<file path="src/rtl/dmac_pkg.sv">
package dmac_pkg;

    localparam int BUS_AW     = 9;
    localparam int BUS_DW     = 32;
    localparam int MAX_CH     = 16;
    localparam int CTRL_W     = 6;
    localparam int BURST_BIT  = 4;
    localparam int DIR_BIT    = 5;

    localparam logic [BUS_AW-1:0] OFF_STRIDE = 9'h100;
    localparam logic [BUS_AW-1:0] OFF_VALID  = 9'h140;
    localparam logic [BUS_AW-1:0] OFF_STAT   = 9'h144;
    localparam logic [BUS_AW-1:0] OFF_INTEN  = 9'h148;
    localparam logic [BUS_AW-1:0] OFF_LOOP   = 9'h150;

    typedef enum logic [1:0] {
        CR_ADDR = 2'd0,
        CR_XLEN = 2'd1,
        CR_YLEN = 2'd2,
        CR_CTRL = 2'd3
    } chreg_e;

endpackage

</file>
<file path="src/rtl/dmac_chan_regs.sv">
module dmac_chan_regs
    import dmac_pkg::*;
#(
    parameter int CH_AW    = 32,
    parameter int LEN_W    = 16,
    parameter int STRIDE_W = 16
) (
    input  logic                clk,
    input  logic                rst_n,
    input  logic                wr_addr,
    input  logic                wr_xlen,
    input  logic                wr_ylen,
    input  logic                wr_ctrl,
    input  logic                wr_stride,
    input  logic [BUS_DW-1:0]   wdata,
    output logic [CH_AW-1:0]    addr_o,
    output logic [LEN_W-1:0]    xlen_o,
    output logic [LEN_W-1:0]    ylen_o,
    output logic [CTRL_W-1:0]   ctrl_o,
    output logic [STRIDE_W-1:0] stride_o,
    output logic                start_o
);

    typedef struct packed {
        logic [CH_AW-1:0]    addr;
        logic [LEN_W-1:0]    xlen;
        logic [LEN_W-1:0]    ylen;
        logic [CTRL_W-1:0]   ctrl;
        logic [STRIDE_W-1:0] stride;
        logic                start;
    } chan_t;

    chan_t st_d, st_q;

    always_comb begin
        st_d       = st_q;
        st_d.start = wr_addr;
        if (wr_addr)   st_d.addr   = wdata[CH_AW-1:0];
        if (wr_xlen)   st_d.xlen   = wdata[LEN_W-1:0];
        if (wr_ylen)   st_d.ylen   = wdata[LEN_W-1:0];
        if (wr_ctrl)   st_d.ctrl   = wdata[CTRL_W-1:0];
        if (wr_stride) st_d.stride = wdata[STRIDE_W-1:0];
    end

    always_ff @(posedge clk or negedge rst_n) begin
        if (!rst_n) st_q <= '0;
        else        st_q <= st_d;
    end

    assign addr_o   = st_q.addr;
    assign xlen_o   = st_q.xlen;
    assign ylen_o   = st_q.ylen;
    assign ctrl_o   = st_q.ctrl;
    assign stride_o = st_q.stride;
    assign start_o  = st_q.start;

endmodule

</file>
<file path="src/rtl/dmac_irq_ctrl.sv">
module dmac_irq_ctrl #(
    parameter int NUM_CH = 16
) (
    input  logic              clk,
    input  logic              rst_n,
    input  logic              wr_stat,
    input  logic              wr_inten,
    input  logic [NUM_CH-1:0] wdata,
    input  logic [NUM_CH-1:0] ev_in,
    output logic [NUM_CH-1:0] status_o,
    output logic [NUM_CH-1:0] enable_o,
    output logic              irq_o
);

    typedef struct packed {
        logic [NUM_CH-1:0] status;
        logic [NUM_CH-1:0] enable;
    } irq_t;

    irq_t st_d, st_q;

    always_comb begin
        st_d = st_q;
        if (wr_stat)  st_d.status = st_q.status & ~wdata;
        // an event in the same cycle as a clear keeps its bit set
        st_d.status = st_d.status | ev_in;
        if (wr_inten) st_d.enable = wdata;
    end

    always_ff @(posedge clk or negedge rst_n) begin
        if (!rst_n) st_q <= '0;
        else        st_q <= st_d;
    end

    assign status_o = st_q.status;
    assign enable_o = st_q.enable;
    assign irq_o    = |(st_q.status & st_q.enable);

endmodule

</file>
<file path="src/rtl/dmac_loop_stop.sv">
module dmac_loop_stop
    import dmac_pkg::*;
#(
    parameter int NUM_CH = 16
) (
    input  logic              clk,
    input  logic              rst_n,
    input  logic              wr_loop,
    input  logic              wr_valid,
    input  logic [BUS_DW-1:0] wdata,
    output logic [NUM_CH-1:0] loop_lo_o,
    output logic [NUM_CH-1:0] loop_hi_o,
    output logic [NUM_CH-1:0] ch_loop_o,
    output logic [NUM_CH-1:0] stop_o
);

    localparam int HI_BASE = MAX_CH;

    typedef struct packed {
        logic [NUM_CH-1:0] lo;
        logic [NUM_CH-1:0] hi;
        logic [NUM_CH-1:0] stop;
    } ls_t;

    ls_t st_d, st_q;

    always_comb begin
        st_d      = st_q;
        st_d.stop = wr_valid ? wdata[NUM_CH-1:0] : '0;
        if (wr_loop) begin
            st_d.lo = wdata[NUM_CH-1:0];
            st_d.hi = wdata[HI_BASE +: NUM_CH];
        end
    end

    always_ff @(posedge clk or negedge rst_n) begin
        if (!rst_n) st_q <= '0;
        else        st_q <= st_d;
    end

    for (genvar i = 0; i < NUM_CH; i++) begin : g_pair
        assign ch_loop_o[i] = st_q.lo[i] & st_q.hi[i];
    end

    assign loop_lo_o = st_q.lo;
    assign loop_hi_o = st_q.hi;
    assign stop_o    = st_q.stop;

endmodule

</file>
<file path="src/rtl/dmac_regbank.sv">
module dmac_regbank
    import dmac_pkg::*;
#(
    parameter int NUM_CH   = 16,
    parameter int CH_AW    = 32,
    parameter int LEN_W    = 16,
    parameter int STRIDE_W = 16
) (
    input  logic                         clk,
    input  logic                         rst_n,
    input  logic                         wr_en,
    input  logic                         rd_en,
    input  logic [BUS_AW-1:0]            addr,
    input  logic [BUS_DW-1:0]            wdata,
    output logic [BUS_DW-1:0]            rdata,
    input  logic [NUM_CH-1:0]            ev_in,
    output logic [NUM_CH*CH_AW-1:0]      ch_addr,
    output logic [NUM_CH*LEN_W-1:0]      ch_xlen,
    output logic [NUM_CH*LEN_W-1:0]      ch_ylen,
    output logic [NUM_CH*STRIDE_W-1:0]   ch_stride,
    output logic [NUM_CH-1:0]            ch_burst,
    output logic [NUM_CH-1:0]            ch_dir,
    output logic [NUM_CH-1:0]            ch_loop,
    output logic [NUM_CH-1:0]            ch_start,
    output logic [NUM_CH-1:0]            ch_stop,
    output logic                         irq
);

    localparam int SEL_W   = 4;
    localparam int LOOP_HI = MAX_CH;

    // ---------------- address decode ----------------
    logic             aligned;
    logic             in_ch;
    logic             in_stride;
    logic [SEL_W-1:0] ch_sel;
    logic [SEL_W-1:0] st_sel;
    chreg_e           reg_sel;
    logic             hit_valid, hit_stat, hit_inten, hit_loop;

    always_comb begin
        aligned   = (addr[1:0] == 2'b00);
        ch_sel    = addr[7:4];
        st_sel    = addr[5:2];
        reg_sel   = chreg_e'(addr[3:2]);
        in_ch     = aligned && !addr[8] && (int'(ch_sel) < NUM_CH);
        in_stride = aligned && addr[8] && (addr[7:6] == 2'b00) && (int'(st_sel) < NUM_CH);
        hit_valid = (addr == OFF_VALID);
        hit_stat  = (addr == OFF_STAT);
        hit_inten = (addr == OFF_INTEN);
        hit_loop  = (addr == OFF_LOOP);
    end

    // ---------------- per-channel registers ----------------
    logic [CH_AW-1:0]    c_addr   [MAX_CH];
    logic [LEN_W-1:0]    c_xlen   [MAX_CH];
    logic [LEN_W-1:0]    c_ylen   [MAX_CH];
    logic [CTRL_W-1:0]   c_ctrl   [MAX_CH];
    logic [STRIDE_W-1:0] c_stride [MAX_CH];

    for (genvar i = 0; i < MAX_CH; i++) begin : g_ch
        if (i < NUM_CH) begin : g_real
            logic sel_ch, sel_st;
            assign sel_ch = wr_en && in_ch && (ch_sel == SEL_W'(i));
            assign sel_st = wr_en && in_stride && (st_sel == SEL_W'(i));

            dmac_chan_regs #(
                .CH_AW    (CH_AW),
                .LEN_W    (LEN_W),
                .STRIDE_W (STRIDE_W)
            ) u_chan (
                .clk       (clk),
                .rst_n     (rst_n),
                .wr_addr   (sel_ch && (reg_sel == CR_ADDR)),
                .wr_xlen   (sel_ch && (reg_sel == CR_XLEN)),
                .wr_ylen   (sel_ch && (reg_sel == CR_YLEN)),
                .wr_ctrl   (sel_ch && (reg_sel == CR_CTRL)),
                .wr_stride (sel_st),
                .wdata     (wdata),
                .addr_o    (c_addr[i]),
                .xlen_o    (c_xlen[i]),
                .ylen_o    (c_ylen[i]),
                .ctrl_o    (c_ctrl[i]),
                .stride_o  (c_stride[i]),
                .start_o   (ch_start[i])
            );

            assign ch_addr[i*CH_AW +: CH_AW]         = c_addr[i];
            assign ch_xlen[i*LEN_W +: LEN_W]         = c_xlen[i];
            assign ch_ylen[i*LEN_W +: LEN_W]         = c_ylen[i];
            assign ch_stride[i*STRIDE_W +: STRIDE_W] = c_stride[i];
            assign ch_burst[i]                       = c_ctrl[i][BURST_BIT];
            assign ch_dir[i]                         = c_ctrl[i][DIR_BIT];
        end else begin : g_absent
            assign c_addr[i]   = '0;
            assign c_xlen[i]   = '0;
            assign c_ylen[i]   = '0;
            assign c_ctrl[i]   = '0;
            assign c_stride[i] = '0;
        end
    end

    // ---------------- shared registers ----------------
    logic [NUM_CH-1:0] stat_w;
    logic [NUM_CH-1:0] inten_w;
    logic [NUM_CH-1:0] loop_lo_w;
    logic [NUM_CH-1:0] loop_hi_w;

    dmac_irq_ctrl #(
        .NUM_CH (NUM_CH)
    ) u_irq (
        .clk      (clk),
        .rst_n    (rst_n),
        .wr_stat  (wr_en && hit_stat),
        .wr_inten (wr_en && hit_inten),
        .wdata    (wdata[NUM_CH-1:0]),
        .ev_in    (ev_in),
        .status_o (stat_w),
        .enable_o (inten_w),
        .irq_o    (irq)
    );

    dmac_loop_stop #(
        .NUM_CH (NUM_CH)
    ) u_loop (
        .clk       (clk),
        .rst_n     (rst_n),
        .wr_loop   (wr_en && hit_loop),
        .wr_valid  (wr_en && hit_valid),
        .wdata     (wdata),
        .loop_lo_o (loop_lo_w),
        .loop_hi_o (loop_hi_w),
        .ch_loop_o (ch_loop),
        .stop_o    (ch_stop)
    );

    // ---------------- read path ----------------
    typedef struct packed {
        logic [BUS_DW-1:0] rdata;
    } rd_t;

    rd_t rd_d, rd_q;

    always_comb begin
        rd_d = '0;
        if (rd_en) begin
            if (in_ch) begin
                unique case (reg_sel)
                    CR_ADDR: rd_d.rdata = BUS_DW'(c_addr[ch_sel]);
                    CR_XLEN: rd_d.rdata = BUS_DW'(c_xlen[ch_sel]);
                    CR_YLEN: rd_d.rdata = BUS_DW'(c_ylen[ch_sel]);
                    CR_CTRL: rd_d.rdata = BUS_DW'(c_ctrl[ch_sel]);
                    default: rd_d.rdata = '0;
                endcase
            end else if (in_stride) begin
                rd_d.rdata = BUS_DW'(c_stride[st_sel]);
            end else if (hit_stat) begin
                rd_d.rdata = BUS_DW'(stat_w);
            end else if (hit_inten) begin
                rd_d.rdata = BUS_DW'(inten_w);
            end else if (hit_loop) begin
                rd_d.rdata[NUM_CH-1:0]        = loop_lo_w;
                rd_d.rdata[LOOP_HI +: NUM_CH] = loop_hi_w;
            end
        end
    end

    always_ff @(posedge clk or negedge rst_n) begin
        if (!rst_n) rd_q <= '0;
        else        rd_q <= rd_d;
    end

    assign rdata = rd_q.rdata;

endmodule

</file>
<file path="config.mk">
export PLATFORM = sky130hd
export DESIGN_NAME = dmac_regbank
export DESIGN_NICKNAME = d
export VERILOG_FILES = /design/src/rtl/dmac_pkg.sv /design/src/rtl/dmac_chan_regs.sv /design/src/rtl/dmac_irq_ctrl.sv /design/src/rtl/dmac_loop_stop.sv /design/src/rtl/dmac_regbank.sv
export SDC_FILE = /design/constraint.sdc
export NUM_CORES = 2
export LEC_CHECK = 0
export ABC_AREA = 1
export BUFFER_PORTS_ARGS = -buffer_cell sky130_fd_sc_hd__buf_2
export CAP_MARGIN = 30
export CORE_AREA = 2 2 564 566
export CTS_BUF_LIST = sky130_fd_sc_hd__clkbuf_8
export CTS_CLUSTER_DIAMETER = 120
export DETAILED_ROUTE_END_ITERATION = 12
export DIE_AREA = 0 0 566 568
export SETUP_SLACK_MARGIN = 0.3
export SLEW_MARGIN = 20
export SYNTH_ARGS = -nofsm -noshare
export SYNTH_HDL_FRONTEND = slang
export SYNTH_HIERARCHICAL = 1
export SYNTH_SLANG_ARGS = --single-unit
</file>
<file path="constraint.sdc">
create_clock -name clk -period 4.1 [get_ports clk]
set_clock_uncertainty 0.2 [all_clocks]
set_input_delay 0.205 -clock clk [delete_from_list [all_inputs] [get_ports clk]]
set_output_delay 0.205 -clock clk [all_outputs]
set_load 0.05 [all_outputs]
</file>
==> reports/metrics.cfg <==
[synthesis]
synth_ff_type = dfrtp_1
ys_seq_elements = 1504
syn_nets = 9634
synth_warnings = 6
synth_top_area_share = 0.5280
syn_avg_cell_area_um2 = 7.446
synth_area_leaders = dfrtp_1 (53%), nand2_1 (33%), nor2_1 (3.6%)
ys_seq_area_frac = 0.5280
syn_inst = 9573
synthDistinctLibCells = 34
yosysTopAreaCell = dfrtp_1
syn_area_um2 = 71280
synthArstFlopShare = 1.000
synth_edf_count = 0

[place]
port_buffers = 1453
postPlaceCellArea_um2 = 82990
hpwl_mm = 332.9
gp_congestion = 1.002

[floorplan]
die_h_um = 568
row_count = 207
dieArea_um2 = 321500
num_io_pins = 1454
start_util = 0.2254
die_w_um = 566
core_um2 = 316200

[timing]
max_slew.worst_pin.slew_ns = 1.070
setup-violations-final = 0
max_freq_ghz = 0.2820
finalHoldWorstSlack_ns = 0.1203
relSlewSlack = 0.2841
rsz0062_at_grt = false
finalHoldViolCount = 0
slew_violations = 0
fin_crit_sh = 0.8648
period_minus_slack_ns = 3.546
timing.setup.tns_ns = 0

[route]
vias_per_cell = 4.812
drc_errors = 0
via_count = 75132
post_drt_wl_per_cell_um = 28.88
finalWirelength_mm = 450.9
drt_pass1_iterations = 6
drtAntennaViolNets = 0
drt_iter0_markers = 9560

[grt]
grt_pass1_vias = 69681
grt_pass1_wl_mm = 606.3
antenna_found_initial = 33
grt_use_total = 0.2699
grt_max_degree = 122
grt_overflow = 0

[critical_path]
critPathArrivalTime_ns = 4.23
worstSetupStartpoint = addr[6]
crit_chain = dlygate4sd3_1 > buf_2 > inv_1 > nor2_4 > dlygate4sd3_1 > buf_12 > nand2_1 > nor2_4 > inv_4 > nand2_1 > nand2_1
cp-end-kind = flip-flop
reg2regPathDepth = 10
cpPeakStageDelay_ns = 0.74
critPathKind = in -> reg
reg2reg_slack_ns = 1.02
r2r-end = rdata[9]$_DFF_PN0_
cpMostUsedCell = nand2_1
path_max_fanout = 72
crit_required_ns = 4.79
start_kind = input port
crit_end = g_ch[7].g_real.u_chan/addr_o[13]$_DFFE_PN0P_
rr_startpoint = g_ch[5].g_real.u_chan/xlen_o[9]$_DFFE_PN0P_
slowest_stage = nor2_4

[cts]
cts_buffers = 290
path_clk_slew_ns = 0.06
clock_sinks = 1504
clock_path_buffers = 4
htreeDepth = 5
clock_latency_ns = 1.07
post_cts_buffers = 0
cts_tree = yes
cts-root-buf = clkbuf_8

[power]
powerDensity_nw_per_um2 = 401.9
internal_power_w = 0.02463
p_seq_frac = 0.431
p_sw_frac = 0.3231
clkPwrFrac = 0.438
power_frac_comb = 0.131
switchingPower_w = 0.01176
p_leak_nw = 54.14
ir_worst_vdd_uv = 336.1

[finish]
fin_area_um2 = 90550
final_nets = 11263
multiInputGateArea_um2 = 29430
final_cell_mix = nand2_1 (6176), dfrtp_1 (1504), buf_2 (1434)
final_common_cell = nand2_1
area_growth_pct = 27.03
seq_area_um2 = 37640
utilization = 0.2863
fillers = 34335
drive_gt1_frac = 0.2021

[hold_path]
hp-class = in -> reg
min_path_cells = 4

[run]
drv_cap = 0

[run_status]
status = complete, no violations

==> cells in the mapped netlist, types with 43 or more instances <==
master and count:
a22oi_1 128, buf_1 46, buf_2 96, buf_4 107
buf_6 167, clkbuf_1 85, dfrtp_1 1504, inv_1 84
inv_4 65, nand2_1 6183, nand3_1 109, nor2_1 684
o21ai_0 81, o21ai_1 43, o22ai_1 76
==> sequential cells by signal (all words and copies together), names as in the netlist <==
name	count
rdata	32
g_ch.g_real.u_chan/addr_o	512
u_irq/enable_o	16
g_ch.g_real.u_chan/xlen_o	256
u_loop/loop_hi_o	16
g_ch.g_real.u_chan/stride_o	256
g_ch.g_real.u_chan/start_o	16
u_irq/status_o	16
u_loop/loop_lo_o	16
u_loop/stop_o	16
g_ch.g_real.u_chan/ctrl_o	96
g_ch.g_real.u_chan/ylen_o	256
==> how the worst min path moves through the flow <==
| stage | start | to | slack (ns) |
|---|---|---|---|
| 3_5_place_dp | rst_n | g_ch[2].g_real.u_chan/ylen_o[10]$_DFFE_PN0P_ | 0.06 |
| 4_1_cts | wdata[15] | g_ch[1].g_real.u_chan/ylen_o[15]$_DFFE_PN0P_ | 0.0002 |
| 2_1_floorplan | rst_n | g_ch[0].g_real.u_chan/addr_o[0]$_DFFE_PN0P_ | -0.29 |
| 5_1_grt | wdata[15] | g_ch[2].g_real.u_chan/ylen_o[15]$_DFFE_PN0P_ | 0.07 |
| 3_3_place_gp | rst_n | g_ch[2].g_real.u_chan/ylen_o[10]$_DFFE_PN0P_ | 0.06 |
| 6_report | wdata[15] | g_ch[0].g_real.u_chan/ylen_o[15]$_DFFE_PN0P_ | 0.12 |
==> per-stage QoR <==
stage	cells	power, W	setup WS, ns
floorplan	9573	0.01803	1.988
global placement	14943	0.02049	0.2454
detailed placement	14943	0.02051	0.2437
CTS	15581	0.03650	0.5577
global route	15595	0.03742	0.4156
finish	15615	0.03639	0.5544
==> what timing repair did <==
action | 4_1_cts | 5_1_grt
resized for setup | 0 | 1
hold buffers | 135 | 0
endpoints found under the hold margin | 2994 | 0
endpoints found under the setup margin | 0 | 2
==> power by group through the flow <==
stage,combinational [W],clock [W],sequential (W)
5_1_grt,0.00498,0.0168,0.0157
3_5_place_dp,0.00460,0,0.0159
2_1_floorplan,0.00102,0,0.0170
6_report,0.00477,0.0159,0.0157
4_1_cts,0.00473,0.0161,0.0157
3_3_place_gp,0.00458,0,0.0159
==> final cells by class <==
type | count | share of cell area
diodes | 22 | 0.0006080
well taps | 4180 | 0.05776
flip-flops and latches | 1504 | 0.4156
clock inverters | 139 | 0.01029
multi-input cells | 7405 | 0.3250
repair buffers | 1845 | 0.1268
clock buffers | 364 | 0.05533
inverters | 156 | 0.008622
==> critical path, delay by kind of cell <==
family	cells	cell delay, ns
AND/OR/NAND/NOR	5	1.33
buffers and inverters	6	2.45
==> routing by layer <==
metal	share of wire	vias to the layer above	track usage
met2	0.42	5221	0.4013
li1	-	32565	-
met5	0.00017	-	0
met1	0.39	36266	0.3451
met3	0.12	1070	0.08525
met4	0.067	10	0.1517
==> logic make-up (layout without fill, tap and decap cells) <==
group / count (synthesis) / count (layout) / share of synthesized area
flip-flops: 1504 / 1504 / 0.5280
AND/OR/NAND/NOR: 7017 / 7017 / 0.3732
other: 0 / 22 / 0
buffers and inverters: 664 / 2504 / 0.06326
AO/OA/AOI/OAI: 372 / 372 / 0.03256
multiplexers: 16 / 16 / 0.003054
(Power assumes the default switching activity.)
